### src/rtl/usb_ep_irq_pkg.sv
// Package: shared types and constants for the endpoint interrupt generator.
// Assumes the engine drives each strobe high for a single cycle per outcome.
package usb_ep_irq_pkg;

    // Outcome strobes and mode flags reported for one endpoint in one cycle.
    typedef struct packed {
        logic setup_rx;
        logic setup_armed;
        logic zlp_status_tx;
        logic out_done;
        logic out_crc_good;
        logic ack_out_mode;
        logic nak_stall_in;
        logic nak_stall_out;
        logic in_ack_rx;
    } ep_outcome_t;

    // Address of the enable register in the block's register window.
    localparam logic [7:0] EP_IRQ_EN_ADDR = 8'h21;

endpackage

### src/rtl/ep_irq_enable_reg.sv
// Module: per-endpoint enable register.
// It holds one enable bit per endpoint. A write to EN_ADDR loads the low
// NUM_EP data bits. Reads are combinational, and every bit above the enables
// reads as zero.
// Assumes reg_wr_en is a single-cycle strobe that is already qualified.
module ep_irq_enable_reg #(
    parameter int          NUM_EP  = 2,
    parameter int          ADDR_W  = 8,
    parameter int          DATA_W  = 8,
    parameter logic [ADDR_W-1:0] EN_ADDR = 8'h21
) (
    input  logic              clk,
    input  logic              rst_n,
    input  logic              reg_wr_en,
    input  logic [ADDR_W-1:0] reg_addr,
    input  logic [DATA_W-1:0] reg_wdata,
    output logic [DATA_W-1:0] reg_rdata,
    output logic [NUM_EP-1:0] en_q
);

    localparam int PAD_W = DATA_W - NUM_EP;

    logic hit;

    // Address decode shared by the read and write paths.
    assign hit = (reg_addr == EN_ADDR);

    // Enable storage: cleared by reset, loaded from the low data bits on a write hit.
    always_ff @(posedge clk) begin
        if (!rst_n) begin
            en_q <= '0;
        end else if (reg_wr_en && hit) begin
            en_q <= reg_wdata[NUM_EP-1:0];
        end
    end

    // Read mux: enable bits with the reserved bits zero-filled; zero on a miss.
    always_comb begin
        if (hit) begin
            reg_rdata = {{PAD_W{1'b0}}, en_q};
        end else begin
            reg_rdata = '0;
        end
    end

endmodule

### src/rtl/ep_irq_classify.sv
// Module: cause classifier for a single endpoint.
// It decides from this cycle's outcome strobes whether the endpoint has an
// interrupt cause. IS_CTRL selects the control-endpoint rule set (SETUP,
// status ZLP) or the data-endpoint rule set (ACK after IN). The OUT rule is
// shared by both: OUT data counts if its CRC is good, or if the endpoint is
// in an ACK-OUT mode.
// Assumes the outcome fields are valid for the current cycle only.
module ep_irq_classify
    import usb_ep_irq_pkg::*;
#(
    parameter bit IS_CTRL = 1'b0
) (
    input  ep_outcome_t ev,
    output logic        cause
);

    logic out_cause;
    logic hs_cause;

    // OUT qualification: good data, or any data while in an ACK-OUT mode.
    always_comb begin
        out_cause = ev.out_done && (ev.out_crc_good || ev.ack_out_mode);
    end

    // Handshake qualification: a NAK or STALL sent in either direction.
    always_comb begin
        hs_cause = ev.nak_stall_in || ev.nak_stall_out;
    end

    generate
        if (IS_CTRL) begin : g_ctrl
            // Control rule set: armed SETUP, status ZLP, OUT, handshake.
            always_comb begin
                cause = (ev.setup_rx && ev.setup_armed) || ev.zlp_status_tx
                        || out_cause || hs_cause;
            end
        end else begin : g_data
            // Data rule set: OUT, handshake, ACK after IN.
            always_comb begin
                cause = out_cause || hs_cause || ev.in_ack_rx;
            end
        end
    endgenerate

endmodule

### src/rtl/ep_irq_pulse.sv
// Module: output stage that gates causes with the enables.
// It registers cause AND enable, so each request is one clock wide and comes
// one cycle after its cause. A cause seen while the endpoint is disabled is
// discarded and never stored.
// Assumes en carries the value held before any write in the same cycle.
module ep_irq_pulse #(
    parameter int NUM_EP = 2
) (
    input  logic              clk,
    input  logic              rst_n,
    input  logic [NUM_EP-1:0] cause,
    input  logic [NUM_EP-1:0] en,
    output logic [NUM_EP-1:0] irq
);

    // Request register: one-cycle pulse per enabled cause, cleared by reset.
    always_ff @(posedge clk) begin
        if (!rst_n) begin
            irq <= '0;
        end else begin
            irq <= cause & en;
        end
    end

endmodule

### src/rtl/usb_ep_irq_gen.sv
// Module: top of the USB endpoint interrupt event generator.
// It builds one outcome bundle per endpoint and runs a classifier for each
// one. A classifier uses the control rule set when the endpoint's bit in
// CTRL_MASK is set. The causes are gated by the enable register, and the
// output stage registers them as one-clock requests.
// Assumes the outcome inputs are indexed by endpoint number.
module usb_ep_irq_gen
    import usb_ep_irq_pkg::*;
#(
    parameter int                NUM_EP    = 2,
    parameter int                ADDR_W    = 8,
    parameter int                DATA_W    = 8,
    parameter logic [NUM_EP-1:0] CTRL_MASK = 2'b01
) (
    input  logic              clk,
    input  logic              rst_n,
    input  logic              reg_wr_en,
    input  logic [ADDR_W-1:0] reg_addr,
    input  logic [DATA_W-1:0] reg_wdata,
    output logic [DATA_W-1:0] reg_rdata,
    input  logic [NUM_EP-1:0] setup_rx,
    input  logic [NUM_EP-1:0] setup_armed,
    input  logic [NUM_EP-1:0] zlp_status_tx,
    input  logic [NUM_EP-1:0] out_done,
    input  logic [NUM_EP-1:0] out_crc_good,
    input  logic [NUM_EP-1:0] ack_out_mode,
    input  logic [NUM_EP-1:0] hs_nak_stall_in,
    input  logic [NUM_EP-1:0] hs_nak_stall_out,
    input  logic [NUM_EP-1:0] in_ack_rx,
    output logic [NUM_EP-1:0] ep_irq
);

    logic [NUM_EP-1:0] en_bits;
    logic [NUM_EP-1:0] cause;
    ep_outcome_t       ev [NUM_EP];

    // Enable register with its read path.
    ep_irq_enable_reg #(
        .NUM_EP (NUM_EP),
        .ADDR_W (ADDR_W),
        .DATA_W (DATA_W),
        .EN_ADDR(ADDR_W'(EP_IRQ_EN_ADDR))
    ) u_en_reg (
        .clk      (clk),
        .rst_n    (rst_n),
        .reg_wr_en(reg_wr_en),
        .reg_addr (reg_addr),
        .reg_wdata(reg_wdata),
        .reg_rdata(reg_rdata),
        .en_q     (en_bits)
    );

    generate
        for (genvar i = 0; i < NUM_EP; i++) begin : g_ep
            // Bundle the endpoint's strobes and mode flags.
            always_comb begin
                ev[i].setup_rx      = setup_rx[i];
                ev[i].setup_armed   = setup_armed[i];
                ev[i].zlp_status_tx = zlp_status_tx[i];
                ev[i].out_done      = out_done[i];
                ev[i].out_crc_good  = out_crc_good[i];
                ev[i].ack_out_mode  = ack_out_mode[i];
                ev[i].nak_stall_in  = hs_nak_stall_in[i];
                ev[i].nak_stall_out = hs_nak_stall_out[i];
                ev[i].in_ack_rx     = in_ack_rx[i];
            end

            ep_irq_classify #(
                .IS_CTRL(CTRL_MASK[i])
            ) u_classify (
                .ev   (ev[i]),
                .cause(cause[i])
            );
        end
    endgenerate

    // Gate and register the causes into request pulses.
    ep_irq_pulse #(
        .NUM_EP(NUM_EP)
    ) u_pulse (
        .clk  (clk),
        .rst_n(rst_n),
        .cause(cause),
        .en   (en_bits),
        .irq  (ep_irq)
    );

endmodule

### config.mk
export PLATFORM = sky130hd
export DESIGN_NAME = usb_ep_irq_gen
export DESIGN_NICKNAME = d
export VERILOG_FILES = /design/src/rtl/usb_ep_irq_pkg.sv /design/src/rtl/ep_irq_enable_reg.sv /design/src/rtl/ep_irq_classify.sv /design/src/rtl/ep_irq_pulse.sv /design/src/rtl/usb_ep_irq_gen.sv
export SDC_FILE = /design/constraint.sdc
export NUM_CORES = 1
export LEC_CHECK = 0
export BUFFER_PORTS_ARGS = -buffer_cell sky130_fd_sc_hd__buf_2
export CORE_AREA = 3 3 40 42
export CTS_CLUSTER_SIZE = 28
export DETAILED_ROUTE_END_ITERATION = 10
export DIE_AREA = 0 0 43 45
export HOLD_SLACK_MARGIN = 0.02
export PLACE_DENSITY = 0.62
export REMOVE_ABC_BUFFERS = 1
export SYNTH_ARGS = -nofsm -noshare
export SYNTH_HDL_FRONTEND = slang
export SYNTH_SLANG_ARGS = --single-unit
### constraint.sdc
create_clock -name clk -period 0.8 [get_ports clk]
set_input_delay 0.08 -clock clk [delete_from_list [all_inputs] [get_ports clk]]
set_output_delay 0.08 -clock clk [all_outputs]
set_load 0.02 [all_outputs]
# Word level (Yosys, flattened, before mapping)
# Index checks and enable logic that the tools add are counted.
[classes]
n_addsub = 0
mul = 0
div = 0
n_lt_le_gt_ge = 0
n_eq_ne = 1
shifts = 0
mux = 1
bitwise_logic = 1
reduce_logical = 13
[op_table]
columns = ["op", "count"]
rows = [
  ["logical OR 1 bit", 9],
  ["equality test 8 x 6 -> 1 bit (second input constant)", 1],
  ["logical AND 1 bit", 4],
  ["bitwise AND 2 bit", 1],
  ["two-way mux 2 bit", 1],
]
[totals]
register_bits = 4
latch_bits = 0
mem_bits_rw = 0
rom_bits = 0
output_inout_bits = 10
word_cells = 18
n_memories = 0

# Depth between registers and ports, before layout
# Gate-level depths: netlist of run 1.
[logic_depth]
word_depth = 5
ltp_mapped = 3
ltp_nobuf = 3

# By module
# Synthesis of run 1 repeated with hierarchy kept, for this count alone.
[hier_totals]
cells_unflattened = 32
area_unflattened_um2 = 272.8
[modules_own_cells]
columns = ["module", "n_inst", "cells_each", "area_per_inst_um2"]
rows = [
  ["ep_irq_enable_reg", 1, 22, 177.7],
  ["ep_irq_pulse", 1, 4, 52.6],
  ["ep_irq_classify at g_ep[0].u_classify", 1, 3, 23.8],
  ["ep_irq_classify at g_ep[1].u_classify", 1, 3, 18.8],
]

# Least setup slack after synthesis of run 1
# No wires, ideal clock.
[synth_timing]
path_type = "input port to output port"
startpoint = "in reg_addr[4]"
endpoint = "out reg_rdata[0]"
arrival_time_ns = 0.763
required_ns = 0.720
path_slack_ns = -0.043
cell_stages = 3
path_buffers = 0
cell_sequence = "nor4b_4 and3_1 and2_1"
[synth_via]
elab_chain_len = 2
[synth_lines]
columns = ["item", "line", "rtl"]
rows = [
  ["start: declaration", "usb_ep_irq_gen.sv:18", "input logic [ADDR_W-1:0] reg_addr,"],
  ["equality test 8 x 6 -> 1 bit", "ep_irq_enable_reg.sv:26", "assign hit = (reg_addr == EN_ADDR);"],
  ["two-way mux 2 bit", "ep_irq_enable_reg.sv:39", "if (hit) begin"],
  ["end: declaration", "usb_ep_irq_gen.sv:20", "output logic [DATA_W-1:0] reg_rdata,"],
]
# Every way passes these cells.

# Final worst setup path of run 1
[layout_timing]
startpoint = "in reg_addr[7]"
endpoint = "out reg_rdata[1]"
# The elaborated chain is that of the path after synthesis.

==> flow_summary_export.csv, run 1 <==
group,metric,value,unit
setup_path,crit_path_max_fanout,2,
floorplanning,die_y,45,um
clock_network,cts_buffer_depth,2,
clock_network,clock_sinks,4,
logic_synthesis,netlist_area,263,sq um
run_status,violations,"setup timing",
clock_network,cts_buffers,3,
sta,rsz0062_at_grt,"yes",
placement,pre_cts_slack,-0.239,ns
clock_network,cts-root-buf,"clkbuf_4",
logic_synthesis,ys_seq_area_frac,0.305,
sta,drv_slew,0,
finish,antennaDiodeCount,0,
logic_synthesis,ys_seq_elements,4,
drt,wl_met2,369,um
logic_synthesis,synth_cell_types,15,
floorplanning,die-area,1940,sq um
drt,drtIter0Drc,8,
power_and_ir_drop,p_per_area,1190,nW/um^2
clock_network,cts_tree,"built",
global_route,grt.overflow.total,0,
sta,fin_crit,0.977,ns
finish,final_nets,103,
sta,setup_viol,4,
drt,top_layer_used,"met4",
global_route,antenna_found_initial,0,
finish,mostFrequentLayoutCell,"buf_2",
power_and_ir_drop,power_leakage,0.276,nW
drt,detail_route.vias_per_cell,3.91,
global_route,grt_pass1_wl,848,um
finish,layout_common_cells,"buf_2 (26), conb_1 (6), nand2_1 (4), buf_6 (4), dfxtp_1 (4)",
floorplanning,io_pins,47,
clock_network,clk_latency,0.23,ns
drt,wl_met1,238,um
drt,wl_met3,86,um
finish,fin_area,473,sq um
drt,antenna_left,0,
sta,fin_crit_sh,1.22,
sta,report.final.hold_viol_count,0,
drt,firstDrtPassIters,4,
logic_synthesis,syn_avg_cell_area,8.76,sq um
clock_network,cts_hold_buf,0,
setup_path,cp-end-kind,"primary output",
placement,dpl.hpwl,624,um
sta,fmax,1020,MHz
placement,place_congestion,0.594,
sta,fin_tns_setup,-0.392,ns
clock_network,clkSlewWorstSetupHoldPaths,0.03,ns
global_route,grtUsageTotal,0.0608,
global_route,grt_max_degree,5,
finish,synthToLayoutAreaGrowth,80.0,%
sta,clock-skew-final,0.0000429,ns
floorplanning,core_area,1280,sq um
setup_path,worst_setup_path_start_kind,"primary input",
logic_synthesis,synthCells,30,
power_and_ir_drop,worst_ir_drop_vdd,0.425,mV
setup_path,cp.arrival,0.90,ns
global_route,grt_pass1_vias,255,
floorplanning,num_rows,13,
run_status,status,"complete, but fails checks",
finish,fin_util,0.368,
floorplanning,die_w,43,um
placement,dpl_cell_area,405,sq um
worst_hold_path,hold_path.class,"in -> reg",
logic_synthesis,yosysWarningCount,0,
placement,io_buffers,30,
clock_network,cts_max_level,1,
drt,wl_per_cell,8.90,um
sta,setup_ws,-0.177,ns
drt,drcViolationCount,0,
setup_path,cp.required,0.72,ns
drt,routed_wl,703,um
drt,vias,309,
setup_path,critPathKind,"in -> out",
finish,drive_above_1_share,0.609,
floorplanning,start_util,0.204,
job,cap_violations,0,
synth_stat cells (all sizes together):
| master | count | share of area |
|---|---|---|
| nand4 | 1 | 0.048 |
| and2 | 2 | 0.048 |
| a21oi | 2 | 0.038 |
| nor2 | 1 | 0.014 |
| dfxtp | 4 | 0.30 |
| o21ai | 2 | 0.038 |
| nor2b | 1 | 0.024 |
| a2111oi | 1 | 0.033 |
| conb | 1 | 0.014 |
| mux2i | 2 | 0.076 |
| buf | 6 | 0.17 |
| nand2 | 4 | 0.057 |
| nor3 | 1 | 0.019 |
| nor4b | 1 | 0.090 |
| and3 | 1 | 0.024 |
where the power goes:
| part | switching, mW | total [mW] | internal [mW] |
|---|---|---|---|
| Sequential | 0.0000749 | 0.201 | 0.201 |
| Combinational | 0.0556 | 0.119 | 0.0634 |
| Clock | 0.0760 | 0.243 | 0.167 |
| Total | 0.132 | 0.563 | 0.432 |
registers in the layout (all words and copies together) (netlist names):
name	cells
u_en_reg.en_q	2
u_pulse.irq	2
through the flow:
step | hold WS [ns] | instances | power [mW]
finish | 0.0996 | 79 | 0.563
global route | 0.110 | 79 | 0.584
CTS | 0.0892 | 78 | 0.574
detailed placement | 0.337 | 74 | 0.313
global placement | 0.325 | 74 | 0.310
floorplan | 0.219 | 29 | 0.246
critical path, cell delays in order:
cell and delay [ns]:
buf_6 0.10, nor4b_4 0.27, and3_1 0.21, and2_4 0.14, buf_6 0.10
what timing repair did:
action                     4_1_cts  5_1_grt
resized for setup                7        1
setup buffers                    1        1
pin swaps                        4        2
setup endpoints to repair        2        3
cell families (layout without fill, tap and decap cells):
kind of cell / count (synthesis) / after routing / synth area share
other: 1 / 6 / 0.0143
buffers and inverters: 6 / 35 / 0.171
AOI/OAI and AO/OA: 5 / 5 / 0.110
and+or+nand+nor: 12 / 12 / 0.324
muxes: 2 / 2 / 0.0762
DFF: 4 / 4 / 0.305
metal layers:
layer	up-vias	global-route usage
met2	18	0.105
met5	-	0
met1	129	0.0628
met4	0	0.0542
li1	160	-
met3	2	0.0120
worst paths after layout:
check	startpoint	endpoint	slack, ns	depth (start not counted)
min reg2reg	u_en_reg.en_q[0]	u_pulse.irq[0]	0.47	2
max reg2reg	u_en_reg.en_q[1]	u_pulse.irq[1]	0.22	2
min	reg_wdata[0]	u_en_reg.en_q[0]	0.1	3
max	reg_addr[7]	reg_rdata[1]	-0.18	5
final cells by class:
class	count	area (sq um)
clock buffers	3	22.5
fillers	145	812
multi-input cells	25	161
flip-flops and latches	4	80.1
well taps	15	18.8
repair buffers	32	190
(Power assumes the default switching activity.)
==> run 2: changes to the inputs <==
Settings changed: BUFFER_PORTS_ARGS -buffer_cell sky130_fd_sc_hd__buf_2 to -buffer_cell sky130_fd_sc_hd__buf_4.
==> run 2 against run 1 <==
The flow still finishes with violations (setup timing). Setup slack worse by 0.016 ns. Count of clock-buffer cells in the layout stayed put. Sequential share of layout area is 2.0 points lower. Sequential cell count stayed put. Utilization is 4.9 points higher. Largest cell class unchanged.
==> flow_summary_export.csv, run 2 (same netlist as run 1, synthesis figures left out) <==
group,metric,value,unit
sta,fin_tns_setup,-0.386,ns
finish,antennaDiodeCount,0,
floorplanning,core_area,1280,sq um
worst_hold_path,hold_path.class,"in -> reg",
power_and_ir_drop,power,0.602,mW
finish,layout_common_cells,"buf_4 (27), conb_1 (6), nand2_1 (4), buf_6 (4), dfxtp_1 (4)",
setup_path,cp.arrival,0.91,ns
drt,wl_per_cell,9.10,um
setup_path,worst_setup_path_start_kind,"primary input",
drt,antenna_left,0,
finish,mostFrequentLayoutCell,"buf_4",
job,cap_violations,0,
setup_path,startpoint,"reg_addr[7]",
setup_path,cp.required,0.72,ns
sta,setup_ws,-0.194,ns
finish,drive_above_1_share,0.619,
clock_network,clkSlewWorstSetupHoldPaths,0.04,ns
clock_network,cts_buffers,3,
setup_path,cpMostUsedCell,"buf_6",
clock_network,cts_tree,"built",
sta,fin_crit_sh,1.24,
sta,fmax,1010,MHz
worst_hold_path,min_from,"reg_wdata[1]",
power_and_ir_drop,p_per_area,1120,nW/um^2
setup_path,crit_path_max_fanout,2,
sta,rsz0062_at_grt,"yes",
sta,fin_crit,0.994,ns
drt,drcViolationCount,0,
run_status,violations,"setup timing",
global_route,grt.overflow.total,0,
run_status,status,"complete, but fails checks",
global_route,grt_max_degree,5,
setup_path,r2r-start,"u_en_reg.en_q[0]",
setup_path,slowest_stage,"nor4b_4",
setup_path,critPathKind,"in -> out",
setup_path,path_buf_inv,2,
floorplanning,die_y,45,um
clock_network,clk_latency,0.23,ns
floorplanning,io_pins,47,
clock_network,clock_sinks,4,
sta,setup_viol,2,
drt,vias,316,
setup_path,crit_path_cell_trace,"buf_6, nor4b_4, and3_4, and2_4, buf_6",
power_and_ir_drop,worst_ir_drop_vdd,0.652,mV
clock_network,cts_max_level,1,
finish,n_fill_cell,140,
worst_hold_path,hold-path-cell-count,3,
sta,clock-skew-final,0.0000432,ns
placement,place_congestion,0.581,
placement,dpl.hpwl,627,um
sta,drv_slew,0,
global_route,grtUsageTotal,0.0791,
setup_path,cp-end-kind,"primary output",
setup_path,reg2reg_depth,2,
setup_path,crit_family,"simple AND/OR/NAND/NOR gates",
finish,synthToLayoutAreaGrowth,104,%
drt,drtIter0Drc,3,
sta,report.final.hold_viol_count,0,
floorplanning,num_rows,13,
setup_path,cp_slowest_stage_delay,0.28,ns
floorplanning,start_util,0.204,
global_route,grt_pass1_wl,1.10,mm
placement,io_buffers,30,
global_route,grt_pass1_vias,304,
setup_path,cp_num_cells,5,
floorplanning,die-area,1940,sq um
drt,firstDrtPassIters,2,
global_route,antenna_found_initial,0,
floorplanning,die_w,43,um
clock_network,cts_buffer_depth,2,
power_and_ir_drop,power_leakage,0.289,nW
finish,final_nets,102,
drt,detail_route.vias_per_cell,4.05,
clock_network,cts-root-buf,"clkbuf_4",
drt,routed_wl,710,um
finish,top_regs,"u_en_reg.en_q x2, u_pulse.irq x2",
[run 2: cell types whose count changed in the layout (fill, tap and decap cells not counted), sizes merged]
cell | previous run | this run
buf | 32 | 31
[run 2: layer usage]
| layer | routed length, um | share of wire | track usage |
|---|---|---|---|
| met5 | 0 | 0 | 0 |
| met4 | 0 | 0 | 0.0181 |
| met3 | 90 | 0.13 | 0.0637 |
| met2 | 373 | 0.53 | 0.132 |
| met1 | 245 | 0.35 | 0.0771 |
[run 2: worst min-delay path, stage by stage]
cell and delay (ns):
buf_4 0.11, nand2_1 0.05, mux2i_1 0.05
[run 2: report_power, final]
group	switching, mW	internal (mW)	total (mW)
combinational	0.0558	0.0945	0.150
sequential	0.0000800	0.201	0.201
clock	0.0832	0.168	0.251
total	0.139	0.463	0.602
[run 2: final cells by class]
cell class	count	area, sq um	share of cell area
timing repair buffer	31	248	0.463
tap	15	18.8	0.0350
multi-input combinational	25	166	0.311
sequential	4	80.1	0.150
clock buffer	3	22.5	0.0421
[run 2: through the flow]
step	cells	setup WS (ns)	utilization	hold slack, ns	area [sq um]
3_5_place_dp	74	-0.226	0.374	0.347	480
5_1_grt	78	-0.244	0.417	0.0916	536
2_1_floorplan	29	-0.0435	-	0.219	236
3_3_place_gp	74	-0.205	0.374	0.337	480
4_1_cts	77	-0.206	0.407	0.0954	523
6_report	78	-0.194	0.417	0.101	536
[run 2: timing repair]
action	CTS	global route
buffers inserted	0	1
pin swaps	4	2
endpoints found under the setup margin	2	2
gates resized for setup	6	1
hold buffers	0	0
[run 2: path summary, 6_finish.rpt]
kind	slack [ns]	end
max	-0.19	reg_rdata[1]
max reg2reg	0.21	u_en_reg.en_q[0]
min reg2reg	0.47	u_pulse.irq[0]
min	0.10	u_en_reg.en_q[1]
==> run 3: changes to the inputs <==
Settings changed: CORE_AREA 3 3 40 42 to 5 5 42 44, CTS_BUF_LIST set to sky130_fd_sc_hd__clkbuf_8 sky130_fd_sc_hd__clkbuf_16, DIE_AREA 0 0 43 45 to 0 0 47 49, TNS_END_PERCENT set to 100.
==> run 3 against run 2 <==
The run still ends with setup timing left. Sequential share of layout area down 0.92 points. Critical path type unchanged. Routed wire length rose by 14%. First-iteration DRC count increased to 3.0 times the previous value. Maximum frequency shrank 0.98%. Sequential cell count unchanged. Clock power up 68%. Non-clock buffer count increased by 2. Setup slack worse by 0.0098 ns. Via count did not move.
==> flow_summary_export.csv, run 3 (same netlist as run 1, synthesis figures left out) <==
group,metric,value,unit
setup_path,slowest_stage,"nor4b_4",
worst_hold_path,hold_path.class,"in -> reg",
setup_path,cpMostUsedCell,"buf_6",
finish,fin_area,571,sq um
setup_path,r2r-start,"u_en_reg.en_q[1]",
floorplanning,io_pins,47,
finish,fin_cells,81,
placement,dp_cells,77,
drt,antenna_left,0,
floorplanning,num_rows,14,
sta,setup_ws,-0.203,ns
drt,routed_wl,808,um
power_and_ir_drop,power_leakage,0.307,nW
clock_network,cts_buffers,3,
floorplanning,core_area,1400,sq um
setup_path,critPathKind,"in -> out",
finish,fin_util,0.407,
finish,synthToLayoutAreaGrowth,117,%
clock_network,cts_hold_buf,0,
floorplanning,start_util,0.188,
setup_path,worst_setup_path_start_kind,"primary input",
floorplanning,die-area,2300,sq um
clock_network,cts_tree,"built",
sta,drv_slew,0,
worst_hold_path,min_from,"reg_wdata[1]",
setup_path,startpoint,"reg_addr[7]",
drt,drtIter0Drc,9,
drt,drcViolationCount,0,
setup_path,crit_path_cell_trace,"buf_6, nor4b_4, and3_4, and2_4, buf_6",
placement,dpl_cell_area,497,sq um
power_and_ir_drop,p_per_area,1370,nW/um^2
sta,fin_tns_setup,-0.528,ns
drt,vias,316,
power_and_ir_drop,worst_ir_drop_vdd,0.771,mV
floorplanning,die_w,47,um
sta,fin_crit,1.00,ns
setup_path,cp.required,0.72,ns
finish,drive_above_1_share,0.631,
floorplanning,die_y,49,um
sta,clock-skew-final,0.0000564,ns
sta,setup_viol,4,
drt,wl_per_cell,9.98,um
clock_network,cts_buffer_depth,2,
sta,report.final.hold_viol_count,0,
global_route,antenna_found_initial,0,
global_route,grtUsageTotal,0.0768,
global_route,grt_pass1_wl,1.23,mm
clock_network,cts_max_level,1,
placement,place_congestion,0.641,
run_status,status,"complete, but fails checks",
drt,detail_route.vias_per_cell,3.90,
clock_network,clock_sinks,4,
finish,n_fill_cell,144,
finish,final_nets,104,
finish,layout_common_cells,"buf_4 (29), conb_1 (6), nand2_1 (4), buf_6 (4), dfxtp_1 (4)",
finish,antennaDiodeCount,0,
global_route,grt.overflow.total,0,
clock_network,clkSlewWorstSetupHoldPaths,0.03,ns
setup_path,cp-end-kind,"primary output",
setup_path,path_buf_inv,2,
placement,io_buffers,30,
clock_network,clk_latency,0.22,ns
setup_path,reg2reg_slack,0.21,ns
setup_path,cp.arrival,0.92,ns
setup_path,crit_path_max_fanout,2,
sta,rsz0062_at_grt,"yes",
placement,dpl.hpwl,682,um
run_status,violations,"setup timing",
sta,fmax,997,MHz
clock_network,cts-root-buf,"clkbuf_8",
drt,firstDrtPassIters,4,
global_route,grt_max_degree,5,
finish,mostFrequentLayoutCell,"buf_4",
power_and_ir_drop,power,0.779,mW
global_route,grt_pass1_vias,310,
sta,fin_crit_sh,1.25,
finish,top_regs,"u_en_reg.en_q x2, u_pulse.irq x2",
setup_path,crit_family,"simple AND/OR/NAND/NOR gates",
job,cap_violations,0,
setup_path,cp_slowest_stage_delay,0.29,ns
==> run 3: layout make-up <==
class	instances	area (sq um)	area share
Multi-Input combinational cell	25	166	0.292
Sequential cell	4	80.1	0.140
Timing Repair Buffer	33	263	0.461
Tap cell	16	20.0	0.0351
Clock buffer	3	41.3	0.0724
==> run 3: routing by layer <==
metal  global-route usage  up-vias  routed length (um)
met1               0.0727      131                 258
met5                    0        -                   0
li1                     -      162                   -
met2                0.113       23                 396
met4               0.0276        0                   0
met3               0.0738        0                 153
==> run 3: repair_timing <==
action | in CTS | in global routing
pin swaps | 4 | 2
buffers inserted | 1 | 0
endpoints found under the hold margin | 0 | 0
setup endpoints to repair | 2 | 4
gates resized for setup | 5 | 2
==> run 3: tightest hold or removal path, delay by kind of cell <==
family	cells	cell delay, ns
buf+inv	1	0.11
simple gates	1	0.04
mux	1	0.05
==> run 3: worst paths after layout <==
path | end | cells past startpoint
worst max register to register | u_en_reg.en_q[1] | 2
worst min register to register | u_pulse.irq[1] | 2
worst min-delay path | u_en_reg.en_q[1] | 3
worst max-delay path | reg_rdata[0] | 5
==> run 3: report_power, final <==
part / internal (mW) / switching (mW)
logic: 0.0989 / 0.0570
clock network: 0.321 / 0.102
registers: 0.201 / 0.0000871
total: 0.621 / 0.159
==> run 3: through the flow <==
| stage | setup slack (ns) | hold slack (ns) |
|---|---|---|
| 2_1_floorplan | -0.0435 | 0.219 |
| 6_report | -0.203 | 0.121 |
| 3_3_place_gp | -0.190 | 0.333 |
| 3_5_place_dp | -0.197 | 0.342 |
| 4_1_cts | -0.165 | 0.113 |
| 5_1_grt | -0.251 | 0.125 |
